==> src/rtl/coh_arb_pkg.sv <==
// Package: shared encodings for the coherence issue arbiter.
// Assumes 3-bit state and message-type codes; bit 2 of a state marks a transient state.
package coh_arb_pkg;
    typedef enum logic [2:0] {
        ST_N = 3'd0, ST_I = 3'd1, ST_S = 3'd2, ST_M = 3'd3,
        ST_S_D = 3'd4, ST_MN_A = 3'd5, ST_SN_A = 3'd6, ST_NS_D = 3'd7
    } dir_state_e;

    typedef enum logic [2:0] {
        MT_GETS = 3'd0, MT_GETM = 3'd1, MT_PUTS = 3'd2, MT_PUTM = 3'd3,
        MT_REPL = 3'd4, MT_DATA = 3'd5, MT_ACK = 3'd6
    } msg_type_e;

    localparam int NUM_SRC = 3;
    localparam int SEL_W   = 2;
    localparam int SRC_RPL = 0;
    localparam int SRC_RSP = 1;
    localparam int SRC_REQ = 2;
endpackage

==> src/rtl/coh_stall_table.sv <==
// Stall table: combinational lookup deciding whether a request on a block must wait.
// Assumes the caller only uses the result when the block hit a valid table entry.
module coh_stall_table
    import coh_arb_pkg::*;
(
    input  logic [2:0] blk_state,
    input  logic [2:0] msg_type,
    input  logic       from_owner,
    output logic       stall
);
    logic transient;
    logic blocking_type;

    // Classify the state and message type, then combine.
    always_comb begin
        transient     = blk_state[2];
        blocking_type = (msg_type == MT_GETS) || (msg_type == MT_GETM) ||
                        (msg_type == MT_REPL);
        stall         = transient && from_owner && blocking_type;
    end
endmodule

==> src/rtl/coh_addr_split.sv <==
// Address splitter: extracts the tag and set index that a table lookup port expects.
// Assumes a line offset of OFF_W low bits that the lookup ignores.
module coh_addr_split #(
    parameter int ADDR_W = 32,
    parameter int OFF_W  = 6,
    parameter int SET_W  = 6,
    localparam int TAG_W = ADDR_W - SET_W - OFF_W
) (
    input  logic [ADDR_W-1:0] addr,
    output logic [TAG_W-1:0]  tag,
    output logic [SET_W-1:0]  set_idx
);
    // Slice the address into its lookup fields.
    always_comb begin
        tag     = addr[ADDR_W-1:OFF_W+SET_W];
        set_idx = addr[OFF_W+SET_W-1:OFF_W];
    end
endmodule

==> src/rtl/coh_fixed_prio.sv <==
// Fixed-priority picker: grants the lowest-indexed asserted request.
// Assumes requests are already qualified; the grant is one-hot or zero.
module coh_fixed_prio #(
    parameter int N = 3
) (
    input  logic [N-1:0] elig,
    output logic [N-1:0] grant
);
    logic taken;

    // Walk from index 0 upward and grant the first eligible entry.
    always_comb begin
        grant = '0;
        taken = 1'b0;
        for (int i = 0; i < N; i++) begin
            if (elig[i] && !taken) begin
                grant[i] = 1'b1;
                taken    = 1'b1;
            end
        end
    end
endmodule

==> src/rtl/coh_issue_arbiter.sv <==
// Issue arbiter: picks one of replacement / response / request per cycle,
// pulses the winner's handshake combinationally and registers the issued message.
// Assumes source inputs stay stable until accepted and lookup results are combinational.
module coh_issue_arbiter
    import coh_arb_pkg::*;
#(
    parameter int ADDR_W = 32,
    parameter int OFF_W  = 6,
    parameter int SET_W  = 6,
    parameter int NODE_W = 4,
    parameter int TIDX_W = 3,
    localparam int TAG_W = ADDR_W - SET_W - OFF_W
) (
    input  logic                              clk,
    input  logic                              rst_n,
    input  logic                              rq_nonempty,
    input  logic [ADDR_W-1:0]                 rq_addr,
    output logic                              rq_deq,
    input  logic                              rsp_valid,
    input  logic [ADDR_W-1:0]                 rsp_addr,
    input  logic [2:0]                        rsp_type,
    input  logic [NODE_W-1:0]                 rsp_src,
    output logic                              rsp_accept,
    input  logic                              req_valid,
    input  logic [ADDR_W-1:0]                 req_addr,
    input  logic [2:0]                        req_type,
    input  logic [NODE_W-1:0]                 req_src,
    output logic                              req_accept,
    output logic [NUM_SRC-1:0][TAG_W-1:0]     lk_tag,
    output logic [NUM_SRC-1:0][SET_W-1:0]     lk_set,
    input  logic                              tbl_full,
    input  logic [NUM_SRC-1:0]                lk_hit,
    input  logic [NUM_SRC-1:0][TIDX_W-1:0]    lk_idx,
    input  logic                              lk_ent_valid,
    input  logic [2:0]                        lk_state,
    input  logic [NODE_W-1:0]                 lk_owner,
    input  logic                              dn2_pending,
    input  logic                              dn3_pending,
    input  logic                              net_fwd_avail,
    input  logic                              net_rsp_avail,
    output logic                              iss_valid,
    output logic [SEL_W-1:0]                  iss_sel,
    output logic [ADDR_W-1:0]                 iss_addr,
    output logic [2:0]                        iss_type,
    output logic [NODE_W-1:0]                 iss_src,
    output logic                              iss_hit,
    output logic [TIDX_W-1:0]                 iss_idx
);
    logic [NUM_SRC-1:0][ADDR_W-1:0] src_addr;
    logic [NUM_SRC-1:0]             elig;
    logic [NUM_SRC-1:0]             grant;
    logic                           path_free;
    logic                           req_tbl_ok;
    logic                           req_stall;
    logic                           req_from_owner;
    logic [SEL_W-1:0]               nx_sel;
    logic [ADDR_W-1:0]              nx_addr;
    logic [2:0]                     nx_type;
    logic [NODE_W-1:0]              nx_src;

    assign src_addr[SRC_RPL] = rq_addr;
    assign src_addr[SRC_RSP] = rsp_addr;
    assign src_addr[SRC_REQ] = req_addr;

    // One address splitter per lookup port.
    for (genvar p = 0; p < NUM_SRC; p++) begin : g_lookup
        coh_addr_split #(.ADDR_W(ADDR_W), .OFF_W(OFF_W), .SET_W(SET_W)) i_split (
            .addr    (src_addr[p]),
            .tag     (lk_tag[p]),
            .set_idx (lk_set[p])
        );
    end

    assign req_from_owner = (req_src == lk_owner);

    coh_stall_table i_stall (
        .blk_state  (lk_state),
        .msg_type   (req_type),
        .from_owner (req_from_owner),
        .stall      (req_stall)
    );

    // Qualify each source against table, pipeline and network conditions.
    always_comb begin
        path_free     = !dn2_pending && !dn3_pending && net_fwd_avail && net_rsp_avail;
        req_tbl_ok    = !lk_hit[SRC_REQ] || !lk_ent_valid || !req_stall;
        elig[SRC_RPL] = rq_nonempty && !tbl_full && !lk_hit[SRC_RPL] && path_free;
        elig[SRC_RSP] = rsp_valid;
        elig[SRC_REQ] = req_valid && !tbl_full && req_tbl_ok && path_free;
    end

    coh_fixed_prio #(.N(NUM_SRC)) i_prio (
        .elig  (elig),
        .grant (grant)
    );

    assign rq_deq     = grant[SRC_RPL];
    assign rsp_accept = grant[SRC_RSP];
    assign req_accept = grant[SRC_REQ];

    // Steer the granted source's fields toward the output register.
    always_comb begin
        nx_sel  = SEL_W'(SRC_REQ);
        nx_addr = req_addr;
        nx_type = req_type;
        nx_src  = req_src;
        if (grant[SRC_RPL]) begin
            nx_sel  = SEL_W'(SRC_RPL);
            nx_addr = rq_addr;
            nx_type = MT_REPL;
            nx_src  = '0;
        end else if (grant[SRC_RSP]) begin
            nx_sel  = SEL_W'(SRC_RSP);
            nx_addr = rsp_addr;
            nx_type = rsp_type;
            nx_src  = rsp_src;
        end
    end

    // Register the issued message for the next pipeline stage.
    always_ff @(posedge clk) begin
        if (!rst_n) begin
            iss_valid <= 1'b0;
            iss_sel   <= '0;
            iss_addr  <= '0;
            iss_type  <= '0;
            iss_src   <= '0;
            iss_hit   <= 1'b0;
            iss_idx   <= '0;
        end else begin
            iss_valid <= |grant;
            if (|grant) begin
                iss_sel  <= nx_sel;
                iss_addr <= nx_addr;
                iss_type <= nx_type;
                iss_src  <= nx_src;
                iss_hit  <= lk_hit[nx_sel];
                iss_idx  <= lk_idx[nx_sel];
            end
        end
    end
endmodule

==> config.mk <==
export PLATFORM = sky130hd
export DESIGN_NAME = coh_issue_arbiter
export DESIGN_NICKNAME = d
export VERILOG_FILES = /design/src/rtl/coh_arb_pkg.sv /design/src/rtl/coh_stall_table.sv /design/src/rtl/coh_addr_split.sv /design/src/rtl/coh_fixed_prio.sv /design/src/rtl/coh_issue_arbiter.sv
export SDC_FILE = /design/constraint.sdc
export NUM_CORES = 1
export LEC_CHECK = 0
export BUFFER_PORTS_ARGS = -buffer_cell sky130_fd_sc_hd__buf_2
export CAP_MARGIN = 20
export CORE_MARGIN = 10
export CORE_UTILIZATION = 25
export CTS_BUF_LIST = sky130_fd_sc_hd__clkbuf_8
export DETAILED_ROUTE_END_ITERATION = 8
export GPL_ROUTABILITY_DRIVEN = 1
export PLACE_DENSITY = 0.67
export SYNTH_ARGS = -nofsm -noshare
export SYNTH_HDL_FRONTEND = slang
export SYNTH_HIERARCHICAL = 1
export SYNTH_SLANG_ARGS = --single-unit
==> constraint.sdc <==
create_clock -name clk -period 2.9 [get_ports clk]
set_input_delay 0.58 -clock clk [delete_from_list [all_inputs] [get_ports clk]]
set_output_delay 0.58 -clock clk [all_outputs]
set_load 0.05 [all_outputs]
### After elaboration in Yosys (flattened, before gate mapping)

Cells that the tools add are included.

| storage, ports and cells | value |
|---|---|
| flip-flop bits (word level) | 46 |
| input bits | 140 |
| output and inout bits | 127 |
| logic and storage cells | 55 |

| operators by class | value |
|---|---|
| order comparisons | 1 |
| equality and inequality tests | 3 |
| muxes and demuxes | 16 |
| reductions and logical operators | 28 |

Operators with widths:

| cell | count |
|---|---|
| 32-bit 2-to-1 mux | 2 |
| 1-bit logical AND | 13 |
| 1-bit logical NOT | 9 |
| 3-bit 2-to-1 mux | 3 |
| 4-bit 2-to-1 mux | 2 |
| 3-bit binary-select mux with 2-bit select | 1 |
| 1-bit 2-to-1 mux | 5 |
| 4-bit equality test | 1 |
| 1-bit logical OR | 4 |
| 2-bit 2-to-1 mux | 2 |
| 3-bit by 1-bit equality test with 1-bit output (second input constant) | 1 |
| 3-bit equality test (second input constant) | 1 |
| 3-bit logical NOT | 1 |
| 2-bit by 3-bit less-than comparator with 1-bit output (second input constant) | 1 |
| 3-bit OR reduction | 1 |
| 1-bit binary-select mux with 2-bit select | 1 |

### Logic depth before layout (Yosys ltp)

| depth | value |
|---|---|
| depth after elaboration | 13 |
| mapped depth | 13 |
| mapped depth without buffers | 11 |

### Hierarchy

The synthesis kept the hierarchy.

Modules (own cells, without submodules):

| module | times used | cells each | area each (um2) | sequential area each (um2) |
|---|---|---|---|---|
| coh_issue_arbiter | 1 | 295 | 2,376.0 | 920.9 |
| coh_addr_split | 3 | 26 | 195.2 | 0.0 |
| coh_fixed_prio | 1 | 3 | 26.3 | 0.0 |
| coh_stall_table | 1 | 2 | 16.3 | 0.0 |

### Least setup slack after synthesis

OpenSTA, ideal clock, no wires.

| timing | value |
|---|---|
| kind | in2reg |
| from | input lk_owner[1] |
| to | register iss_addr[10] |
| library setup time | 132 ps |
| arrival | 2,620 ps |
| required time | 2,768 ps |
| setup slack | 148 ps |
| stages | 13 |
| path buffers | 2 |
| path through | xor2_1 > nor4_1 > nand2_1 > a211oi_2 > nand3_1 > nand2_1 > nor2_1 > nor3b_2 > inv_1 > buf_2 > clkbuf_1 > o311ai_0 > a21oi_1 |

| on the way | value |
|---|---|
| cells in the longest elaborated chain, start to end | 10 |

RTL lines:

| item | line | RTL |
|---|---|---|
| start: declaration | coh_issue_arbiter.sv:36 | `input logic [NODE_W-1:0] lk_owner,` |
| 4-bit equality test | coh_issue_arbiter.sv:74 | `assign req_from_owner = (req_src == lk_owner);` |
| net req_from_owner | coh_issue_arbiter.sv:55 | `logic req_from_owner;` |
| 1-bit logical AND (2 in series) | coh_stall_table.sv:19 | `stall = transient && from_owner && blocking_type;` |
| net req_stall | coh_issue_arbiter.sv:54 | `logic req_stall;` |
| 1-bit logical NOT | coh_issue_arbiter.sv:86 | `req_tbl_ok = !lk_hit[SRC_REQ] \|\| !lk_ent_valid \|\| !req_stall;` |
| 1-bit logical OR | coh_issue_arbiter.sv:86 |  |
| 1-bit logical AND (2 in series) | coh_issue_arbiter.sv:89 | `elig[SRC_REQ] = req_valid && !tbl_full && req_tbl_ok && path_free;` |
| net elig[2] | coh_issue_arbiter.sv:50 | `logic [NUM_SRC-1:0] elig;` |
| 1-bit logical AND | coh_fixed_prio.sv:16 | `if (elig[i] && !taken) begin` |
| 1-bit 2-to-1 mux | coh_fixed_prio.sv:16 |  |
| net req_accept | coh_issue_arbiter.sv:28 | `output logic req_accept,` |
| 3-bit OR reduction | coh_issue_arbiter.sv:132 | `if (\|grant) begin` |
| end signal: assignment | coh_issue_arbiter.sv:134 | `iss_addr <= nx_addr;` |
| end: declaration | coh_issue_arbiter.sv:43 | `output logic [ADDR_W-1:0] iss_addr,` |

The timed path passes the listed nets, and every way through them passes these cells.
A chain may end at the register's enable or synchronous reset.

### Worst setup path after layout

| timing | value |
|---|---|
| from | input req_src[2] |
| to | output req_accept |

| on the way | value |
|---|---|
| cells in the longest elaborated chain, start to end | 9 |

RTL lines:

| item | line | RTL |
|---|---|---|
| start: declaration | coh_issue_arbiter.sv:27 | `input logic [NODE_W-1:0] req_src,` |
| 4-bit equality test | coh_issue_arbiter.sv:74 |  |
| net req_from_owner | coh_issue_arbiter.sv:55 |  |
| 1-bit logical AND (2 in series) | coh_stall_table.sv:19 |  |
| net req_stall | coh_issue_arbiter.sv:54 |  |
| 1-bit logical NOT | coh_issue_arbiter.sv:86 |  |
| 1-bit logical OR | coh_issue_arbiter.sv:86 |  |
| 1-bit logical AND (2 in series) | coh_issue_arbiter.sv:89 |  |
| net elig[2] | coh_issue_arbiter.sv:50 |  |
| 1-bit logical AND | coh_fixed_prio.sv:16 |  |
| 1-bit 2-to-1 mux | coh_fixed_prio.sv:16 |  |
| end: declaration | coh_issue_arbiter.sv:28 |  |

The timed path passes the listed nets, and every way through them passes these cells.

==> summary.txt <==
status -> finished, final reports clean
Post-Synthesis Cell Area -> 0.00300 sq mm
peak supply drop -> 0.203 mV
Hold Crit Start -> iss_sel[1]
Pins Over Slew Limit -> 0
max incr delay on CP -> 0.30 ns
Starting Density -> 25.9%
Clock Latency Late Sink -> 0.29 ns
fin nets -> 698
FMAX -> 357 MHz
final design area excluding fillers -> 0.00400 sq mm
FF+latch count, synth -> 46
via count -> 3,276
drt first pass iters -> 4
WHS Path Cells -> 2
clock-pin slew on the worst setup and hold paths -> 0.09 ns
Overflow after GRT -> 0
CP dominant cell by count -> nand2_1
post-layout power -> 1.84 mW
Net Switching -> 0.779 mW
critical path fanouts, max -> 4
Fin Setup TNS -> 0 ns
final setup fails -> 0
critical-path cell list -> buf_2 > xor2_1 > nor4_1 > nand2_1 > a211oi_2 > nand3_1 > nand2_1 > nor2_1 > nor3b_2 > buf_4 > buf_8
die span in y -> 130 um
worst hold path class -> reg2reg
leakage -> 1.96 nW
Top Ports -> 267
first-pass GRT wire length -> 17,900 um
commonest non-fill, non-tap cell in the layout -> buf_2
# DRC -> 0
Tmin final -> 2.80 ns
cts bufs inserted -> 5
Antenna diodes -> 0
critical path buffer and inverter count -> 3
Synth Warn # -> 6
PortBufs -> 264
syn avg cell area -> 7.95 sq um
slew margin rel. -> 70.3%
Root Buffer -> clkbuf_8
maxcap violations -> 0
Synth cell types -> 28
TritonCTS clock tree -> done
Worst Tran Pin Value -> 0.445 ns
RSZ-0062 raised after global routing -> no
clk_skew -> 0 ns
Post-Route WL -> 12,300 um
vias in the first global route -> 3,386
combinational share of power -> 39.8%
Routability Congestion -> 0.758
Final HPWL DP -> 10,100 um
switch share -> 42.3%
Core ar. -> 0.0116 sq mm
syn_nets -> 518
internal power -> 1.06 mW
Post-Place Cell Area -> 0.00390 sq mm
Filler cells -> 1,263
Critical Path Source Type -> input pin
sequential-to-total area share from yosys stat -> 30.7%
delay-heaviest family, CP -> simple AND/OR/NAND/NOR gates
Final Hold Fails -> 0
pwr dens -> 460 mW/mm^2
R2R Setup Slk -> 2.10 ns
Seq pwr share -> 37.9%
WL/cell -> 17.5 um
stages on the worst setup path -> 11
R2R depth -> 2
largest net degree at the start of global routing -> 32
die footprint -> 0.0168 sq mm
Area growth, synth to finish -> 33.1%
Critical R2R Launch -> iss_type[0]
Vias per Instance -> 4.67
commonest cells after routing, fill and taps aside -> 263 x buf_2, 46 x dfxtp_1, 38 x a21oi_1, 35 x nand2_1
share of cells above drive strength 1 -> 53.1%
antenna violations before repair -> 1
Clock Sink Count -> 46
cell row count -> 39
end of the worst register-to-register path -> iss_type[0]
kind of end point of the critical path -> output port
H-tree depth -> 2
worst setup path class -> in2out
fin cells -> 702
Tcrit/Tclk final -> 96.7%
Hold EP -> iss_sel[1]
Die W -> 130 um
CP max stage cell -> nor4_1
Tot GR Track Use -> 13.3%
DR iter-0 viols -> 126
worst path required time -> 2.32 ns
Hold Slack -> 0.489 ns
clock buffer depth -> 2
CP arrival -> 2.22 ns
clock share of power -> 22.2%
Cells after Synth -> 378
DP Cell Count -> 694
post-CTS setup buffer count -> 0
final antenna-violating net count -> 0
-- synthesized netlist by cell type --
cell type,instances,share of area [%]
nor3b_1,1,0.25
nand2b_1,32,6.7
nor2_1,9,1.1
o22ai_1,6,1.2
a211oi_2,1,0.42
dfxtp_1,46,31
o311ai_0,32,9.3
clkbuf_1,14,1.7
nand3_1,2,0.33
o221ai_2,4,2.0
nor4_1,1,0.21
and2_1,1,0.21
or2b_1,1,0.25
nor2b_1,1,0.21
buf_6,6,2.2
nand2_1,35,4.4
buf_1,2,0.25
or3_1,1,0.21
nor3_1,8,1.3
nor3b_2,1,0.42
o21ai_1,12,2.0
buf_2,5,0.83
o21ai_0,21,3.5
a2111oi_0,5,1.5
xor2_1,4,1.2
a21oi_1,38,6.3
inv_1,8,1.0
buf_4,81,20
-- metrics by stage --
step / utilization [%] / setup slack (ns)
3_3_place_gp: 33.6 / -0.0593
6_report: 34.4 / 0.0965
4_1_cts: 34.3 / 0.0715
3_5_place_dp: 33.6 / -0.0520
5_1_grt: 34.4 / 0.00334
2_1_floorplan: - / 0.148
-- layer usage --
layer | track usage [%] | wire length [um] | vias to the layer above
met5 | 0 | 17 | -
met4 | 2.98 | 116 | 2
met3 | 5.75 | 1380 | 10
met2 | 23.4 | 6070 | 177
met1 | 14.4 | 4720 | 1471
li1 | - | - | 1616
-- worst reg2reg max path, stage by stage (launching register included) --
cell       delay, ns
dfxtp_1         0.34
nor2_1          0.04
a2111oi_0       0.29
-- state kept, by name (all words and copies together), names as in the netlist --
signal,cells
iss_addr,32
iss_type,3
iss_valid,1
iss_hit,1
iss_src,4
iss_idx,3
iss_sel,2
-- how the worst max path moves through the flow --
| stage | start | to | slack, ns |
|---|---|---|---|
| finish | req_src[2] | req_accept | 0.1 |
| global route | req_src[0] | req_accept | 0.003 |
| CTS | req_src[1] | req_accept | 0.07 |
| detailed placement | req_src[1] | iss_addr[12] | -0.05 |
| global placement | req_src[1] | iss_addr[10] | -0.06 |
| floorplan | lk_owner[1] | iss_addr[10] | 0.15 |
-- power by group through the flow --
stage | clock, mW | combinational, mW | sequential, mW
after floorplan | 0 | 0.413 | 0.874
after global placement | 0 | 0.739 | 0.711
final | 0.409 | 0.733 | 0.698
after CTS | 0.441 | 0.742 | 0.699
after global routing | 0.458 | 0.778 | 0.704
after detailed placement | 0 | 0.740 | 0.713
-- cell families after synthesis --
group                  count (synthesis)  synth area share, %
AO/OA/AOI/OAI                        119                 26.3
buffers and inverters                116                 26.3
AND/OR/NAND/NOR                       93                 15.6
flip-flops                            46                 30.7
XOR/XNOR                               4                 1.17
-- final cells by class --
type	instances	area [sq um]	area share, %
sequential	46	921	23.0
timing repair buffer	281	1470	36.8
multi-input combinational	216	1310	32.7
inverter	8	30.0	0.751
clock buffer	6	82.6	2.07
tap	143	179	4.47
clock inverter	2	8.76	0.219
-- repair_timing --
| item | in CTS | in global routing |
|---|---|---|
| setup endpoints to repair | 0 | 1 |
| gates resized for setup | 0 | 4 |
| hold buffers | 0 | 0 |
| endpoints found under the hold margin | 0 | 0 |
Note: power is estimated with default switching activity, not from simulation.
